$ cat src/rtl/sflash_mmap_pkg.sv
package sflash_mmap_pkg;

  typedef enum logic [2:0] {
    S_IDLE, S_CMD, S_ADDR, S_DUMMY, S_DATA, S_DONE, S_ERR
  } seqState_t;

  // Strobes from control to datapath
  typedef struct packed {
    logic load;     // capture address and opcode into the transmit shifter
    logic txShift;  // advance transmit shifter
    logic rxShift;  // capture one data beat
    logic drive;    // put transmit shifter on mosi
    logic respond;  // present response
    logic err;      // response is an error
  } seqStrobe_t;

  // Decoded read sequence shape from datapath to control
  typedef struct packed {
    logic [2:0] addrBytes;
    logic [5:0] dummyClks;
    logic       quad;
  } readShape_t;

endpackage

$ cat src/rtl/sflash_mmap_ctrl.sv
module sflash_mmap_ctrl
  import sflash_mmap_pkg::*;
#(
  parameter int DATA_BYTES = 4
) (
  input  logic       clk,
  input  logic       rstN,
  input  logic       rdReq,
  input  logic       owned,
  input  readShape_t shape,
  output seqStrobe_t stb,
  output logic       csN,
  output logic       sclk
);

  localparam int CNT_W = $clog2(8 * DATA_BYTES + 64);

  seqState_t state, stateNext;
  logic phase;
  logic [CNT_W-1:0] bitCnt;
  logic [CNT_W-1:0] phaseLen;
  logic active, bitEnd;

  assign active = (state == S_CMD) || (state == S_ADDR) ||
                  (state == S_DUMMY) || (state == S_DATA);

  always_comb begin
    case (state)
      S_CMD:   phaseLen = CNT_W'(8);
      S_ADDR:  phaseLen = CNT_W'({shape.addrBytes, 3'b000});
      S_DUMMY: phaseLen = CNT_W'(shape.dummyClks);
      S_DATA:  phaseLen = shape.quad ? CNT_W'(2 * DATA_BYTES) : CNT_W'(8 * DATA_BYTES);
      default: phaseLen = CNT_W'(1);
    endcase
  end

  assign bitEnd = phase && (bitCnt == phaseLen - CNT_W'(1));

  always_comb begin
    stateNext = state;
    case (state)
      S_IDLE:  if (rdReq) stateNext = owned ? S_CMD : S_ERR;
      S_CMD:   if (bitEnd) stateNext = S_ADDR;
      S_ADDR:  if (bitEnd) stateNext = (shape.dummyClks == '0) ? S_DATA : S_DUMMY;
      S_DUMMY: if (bitEnd) stateNext = S_DATA;
      S_DATA:  if (bitEnd) stateNext = S_DONE;
      default: stateNext = S_IDLE;
    endcase
  end

  always_ff @(posedge clk or negedge rstN) begin
    if (!rstN) begin
      state  <= S_IDLE;
      phase  <= 1'b0;
      bitCnt <= '0;
    end else begin
      state <= stateNext;
      if (!active) begin
        phase  <= 1'b0;
        bitCnt <= '0;
      end else begin
        phase <= ~phase;
        if (phase) bitCnt <= bitEnd ? '0 : bitCnt + CNT_W'(1);
      end
    end
  end

  always_comb begin
    stb         = '0;
    stb.load    = (state == S_IDLE) && rdReq && owned;
    stb.drive   = (state == S_CMD) || (state == S_ADDR);
    stb.txShift = stb.drive && phase;
    stb.rxShift = (state == S_DATA) && phase;
    stb.respond = (state == S_DONE) || (state == S_ERR);
    stb.err     = (state == S_ERR);
  end

  assign csN  = ~active;
  assign sclk = active && phase;

endmodule

$ cat src/rtl/sflash_mmap_dpath.sv
module sflash_mmap_dpath
  import sflash_mmap_pkg::*;
#(
  parameter int ADDR_W     = 32,
  parameter int DATA_BYTES = 4
) (
  input  logic                    clk,
  input  logic                    rstN,
  input  logic                    cfgWrEn,
  input  logic                    cfgSel,
  input  logic [31:0]             cfgWrData,
  input  logic [ADDR_W-1:0]       rdAddr,
  input  logic [3:0]              sdIn,
  input  seqStrobe_t              stb,
  output readShape_t              shape,
  output logic                    pinsOwned,
  output logic                    mosi,
  output logic                    rdValid,
  output logic                    rdErr,
  output logic [8*DATA_BYTES-1:0] rdData
);

  localparam int DATA_W = 8 * DATA_BYTES;
  localparam int TX_W   = 8 + ADDR_W;
  localparam int ADDR_BYTES_MAX = ADDR_W / 8;

  logic [7:0] readOp;
  logic [1:0] addrCode;
  logic [1:0] dummyBytes;
  logic [1:0] readType;
  logic [4:0] dummyBits;
  logic       ownBit;
  logic [TX_W-1:0]   txReg;
  logic [DATA_W-1:0] rxReg;
  logic [DATA_W-1:0] word;
  logic [ADDR_W-1:0] addrAligned;
  logic [2:0]        addrBytes;

  always_ff @(posedge clk or negedge rstN) begin
    if (!rstN) begin
      readOp     <= 8'h03;
      addrCode   <= 2'd2;
      dummyBytes <= 2'd0;
      readType   <= 2'd0;
      dummyBits  <= 5'd0;
      ownBit     <= 1'b0;
    end else if (cfgWrEn) begin
      if (cfgSel) begin
        ownBit <= cfgWrData[0];
      end else begin
        readOp     <= cfgWrData[7:0];
        addrCode   <= cfgWrData[9:8];
        dummyBytes <= cfgWrData[11:10];
        readType   <= cfgWrData[13:12];
        dummyBits  <= cfgWrData[28:24];
      end
    end
  end

  assign addrBytes       = {1'b0, addrCode} + 3'd1;
  assign shape.addrBytes = addrBytes;
  assign shape.dummyClks = {1'b0, dummyBytes, 3'b000} + {1'b0, dummyBits};
  assign shape.quad      = (readType == 2'd3);
  assign pinsOwned       = ownBit;

  // Left-align the used address bytes so they leave the shifter first
  assign addrAligned = rdAddr << (8 * (ADDR_BYTES_MAX - int'(addrBytes)));

  always_ff @(posedge clk or negedge rstN) begin
    if (!rstN) begin
      txReg <= '0;
      rxReg <= '0;
    end else begin
      if (stb.load)
        txReg <= {readOp, addrAligned};
      else if (stb.txShift)
        txReg <= {txReg[TX_W-2:0], 1'b0};
      if (stb.rxShift)
        rxReg <= shape.quad ? {rxReg[DATA_W-5:0], sdIn}
                            : {rxReg[DATA_W-2:0], sdIn[1]};
    end
  end

  assign mosi = stb.drive & txReg[TX_W-1];

  // First received byte sits at the top of rxReg; place it in the low byte
  for (genvar b = 0; b < DATA_BYTES; b++) begin : g_swap
    assign word[8*b +: 8] = rxReg[8*(DATA_BYTES-1-b) +: 8];
  end

  assign rdValid = stb.respond;
  assign rdErr   = stb.err;
  assign rdData  = (stb.respond && !stb.err) ? word : '0;

endmodule

$ cat src/rtl/sflash_mmap_reader.sv
module sflash_mmap_reader
  import sflash_mmap_pkg::*;
#(
  parameter int ADDR_W     = 32,
  parameter int DATA_BYTES = 4
) (
  input  logic                    clk,
  input  logic                    rstN,
  input  logic                    cfgWrEn,
  input  logic                    cfgSel,
  input  logic [31:0]             cfgWrData,
  input  logic                    rdReq,
  input  logic [ADDR_W-1:0]       rdAddr,
  output logic                    rdValid,
  output logic                    rdErr,
  output logic [8*DATA_BYTES-1:0] rdData,
  output logic                    pinsOwned,
  output logic                    csN,
  output logic                    sclk,
  output logic                    mosi,
  input  logic [3:0]              sdIn
);

  seqStrobe_t stb;
  readShape_t shape;

  sflash_mmap_ctrl #(.DATA_BYTES(DATA_BYTES)) ctrl_i (
    .clk(clk), .rstN(rstN), .rdReq(rdReq), .owned(pinsOwned),
    .shape(shape), .stb(stb), .csN(csN), .sclk(sclk)
  );

  sflash_mmap_dpath #(.ADDR_W(ADDR_W), .DATA_BYTES(DATA_BYTES)) dpath_i (
    .clk(clk), .rstN(rstN), .cfgWrEn(cfgWrEn), .cfgSel(cfgSel),
    .cfgWrData(cfgWrData), .rdAddr(rdAddr), .sdIn(sdIn), .stb(stb),
    .shape(shape), .pinsOwned(pinsOwned), .mosi(mosi), .rdValid(rdValid),
    .rdErr(rdErr), .rdData(rdData)
  );

endmodule

$ cat config.mk
export PLATFORM = sky130hd
export DESIGN_NAME = sflash_mmap_reader
export DESIGN_NICKNAME = d
export VERILOG_FILES = /design/src/rtl/sflash_mmap_pkg.sv /design/src/rtl/sflash_mmap_ctrl.sv /design/src/rtl/sflash_mmap_dpath.sv /design/src/rtl/sflash_mmap_reader.sv
export SDC_FILE = /design/constraint.sdc
export NUM_CORES = 1
export LEC_CHECK = 0
export ABC_AREA = 1
export BUFFER_PORTS_ARGS = -buffer_cell sky130_fd_sc_hd__buf_2
export CAP_MARGIN = 20
export CORE_MARGIN = 2
export CORE_UTILIZATION = 55
export CTS_CLUSTER_SIZE = 10
export DETAILED_ROUTE_END_ITERATION = 16
export PLACE_DENSITY = 0.8
export SYNTH_ARGS = -nofsm -noshare
export SYNTH_HDL_FRONTEND = slang
export SYNTH_SLANG_ARGS = --single-unit
$ cat constraint.sdc
create_clock -name clk -period 3.94 [get_ports clk]
set_input_delay 0.197 -clock clk [delete_from_list [all_inputs] [get_ports clk]]
set_output_delay 0.197 -clock clk [all_outputs]
set_load 0.03 [all_outputs]
==> out/results.ini <==
[status]
outcome=completed

[clock_network]
cts_hold_buf=1
htreeDepth=3
numCtsBuffers=9
ctsRootBufferMaster=clkbuf_8
clock_latency_ns=0.38
cts_setup_buffers=0
ctsResizeCount=0
clk_pin_slew_ns=0.10
clock-sinks=103
tritoncts=done
clockBufferDepth=2

[synth]
yosysSeqAreaShare=0.455
synthesis.area_sq_mm=0.00567
syn_nets=805
avgSynthCellArea_sq_um=7.80
synth_cell_types=36
synth_warnings=0
ys_ff_latch=103
netlist_instances=727

[setup_path]
cp_common_cell=nand2_1
cp_data_arrival_time_ns=3.06
start_kind=flop
cp-end-kind=flop
crit_chain=nand2_1 > nor2_2 > nand2_1 > nand2_1 > inv_1 > ha_1 > xnor2_1 > nor2_1 > nand3_1 > nor2_1 > nand3_1 > nor2_1 > nand2_2 > nand2_4 > nand2_1 > nand2_1 > nand2_1
cp.required_ns=4.22
slowest_stage=dfrtp_1
worstSetupPathType=reg -> reg
slowest_delay_ns=0.59
cp_max_fo=10

[finish]
drive_gt1_frac=0.201
syn2layout_area_growth_pct=13.0
most-common-layout-cells=nand2_1, dfrtp_1, buf_2
final_nets=879
fill_cells=891
multiInputGateArea_sq_mm=0.00261
fin_util=0.629
seq_area_sq_mm=0.00258
layout_commonest_cell=nand2_1
n_antenna_cell=0

[floorplanning]
dieHeight_microns=106
io_pins=111
die_area_sq_mm=0.0111
die_x_microns=106
start_util=0.557
core_sq_mm=0.0102
row_count=37

[drt]
dr_total_vias=5288
wire_per_inst_microns=14.1
antenna_left=0
routed_via_density=5.61
drc_errors=0
drt_wl_total_microns=13300
drtIter0Drc=267
firstDrtPassIters=5

[sta]
fin_skew_ns=0.00790
tightest_slew_ns=0.923
slew_violations=0
fin_crit_sh=0.705
setup_viol=0
fin_setup_tns_ns=0
clock.fmax_mhz=360
timing.slew.headroom=0.383
rsz0062_at_grt=false
hold_viol_final=0
fin_crit_ns=2.78

[global_routing]
grt_use_total=0.245
antenna_found_initial=0
overflow=0
grt_pass1_wl_microns=22100
grt_max_degree=73
grt_pass1_vias=4779

[run]
maxCapViolations=0

[placed_design]
dp_hpwl_microns=9360
portBuffers=97
gp_congestion=0.914

[power_and_ir_drop]
ir_drop_mv=0.271
p_leak_nw=3.10
finalPower_mw=4.32
cellPowerDensity_mw_per_mm2=674

[worst_hold_path]
hp-class=in -> reg

-- sequential cells by signal, summed over array words and instances, names as in the netlist --
register            count
ctrl_i.bitCnt           7
dpath_i.pinsOwned       1
dpath_i.dummyBits       5
ctrl_i.phase            1
dpath_i.txReg          40
ctrl_i.state            3
dpath_i.addrCode        2
dpath_i.readOp          8
dpath_i.rxReg          32
dpath_i.dummyBytes      2
dpath_i.readType        2
-- worst paths after layout --
kind	startpoint	endpoint	slack, ns	cells past startpoint
worst max-delay path	ctrl_i.state[0]$_DFFE_PN0P_	ctrl_i.state[1]$_DFFE_PN0P_	1.16	17
max in group asynchronous	rstN	dpath_i.addrCode[1]$_DFFE_PN1P_	2.46	3
worst min register to register	dpath_i.txReg[26]$_DFFE_PN0P_	dpath_i.txReg[26]$_DFFE_PN0P_	0.49	2
min in group asynchronous	rstN	dpath_i.rxReg[21]$_DFFE_PN0P_	0.48	2
worst min-delay path	cfgSel	dpath_i.pinsOwned$_DFFE_PN0P_	0.03	2
worst max register to register	ctrl_i.state[0]$_DFFE_PN0P_	ctrl_i.state[1]$_DFFE_PN0P_	1.16	17
-- per-stage QoR --
step	worst slack (ns)	hold WS (ns)	area, sq um	cells
after floorplan	1.70	-0.0986	5670	727
after global placement	1.31	0.381	6190	924
after detailed placement	1.22	0.393	6190	924
after CTS	1.19	0.0189	6390	941
after global routing	0.899	0.0392	6410	942
final	1.16	0.0281	6410	942
-- layout make-up --
class                      count  share of cell area
clock inverter                 6             0.00800
multi-input combinational    503               0.407
tap                          136              0.0265
sequential                   103               0.403
clock buffer                  10              0.0215
inverter                      79              0.0463
timing repair buffer         105              0.0878
-- critical path: cells and delay by family, from the launching register on --
| family | cells | cell delay, ns |
|---|---|---|
| buffers and inverters | 1 | 0.06 |
| XOR/XNOR | 1 | 0.13 |
| adder cells (fa/ha/maj) | 1 | 0.30 |
| AND/OR/NAND/NOR | 14 | 1.58 |
| flip-flops | 1 | 0.59 |
-- report_power, final --
group | switching [mW] | internal (mW)
sequential | 0.239 | 1.48
combinational | 1.33 | 0.628
clock | 0.386 | 0.256
-- cell families after synthesis --
group	count (synthesis)	share of synthesized area
adder cells (fa/ha/maj)	5	0.0124
AO/OA/AOI/OAI	186	0.188
buffers and inverters	121	0.0858
flip-flops	103	0.455
AND/OR/NAND/NOR	290	0.218
multiplexers	17	0.0338
XOR/XNOR	5	0.00772
-- cells in the mapped netlist, drive strengths merged --
cell / number / area, sq um
fa: 1 / 20.0
nand3: 43 / 220
o21ai: 96 / 484
nor4: 1 / 6.26
o211ai: 33 / 248
or2: 1 / 6.26
nor2: 84 / 345
xnor2: 1 / 8.76
clkbuf: 31 / 116
ha: 4 / 50.1
buf: 11 / 73.8
o22ai: 16 / 100
a31oi: 13 / 81.3
mux2: 17 / 191
a22oi: 1 / 7.51
xor2: 4 / 35.0
o2111ai: 1 / 8.76
nand2: 145 / 569
dfstp: 3 / 78.8
o31ai: 2 / 15.0
a21oi: 24 / 120
dfrtp: 100 / 2500
nand4: 5 / 31.3
inv: 79 / 297
nor3: 11 / 55.1
-- routing by layer --
layer,track usage,up-vias,routed length [microns]
met5,0,-,0
met4,0.110,0,353
met3,0.0328,28,935
met2,0.381,202,6150
met1,0.345,2477,5830
li1,-,2581,-
Power figures use the tool's default switching activity.
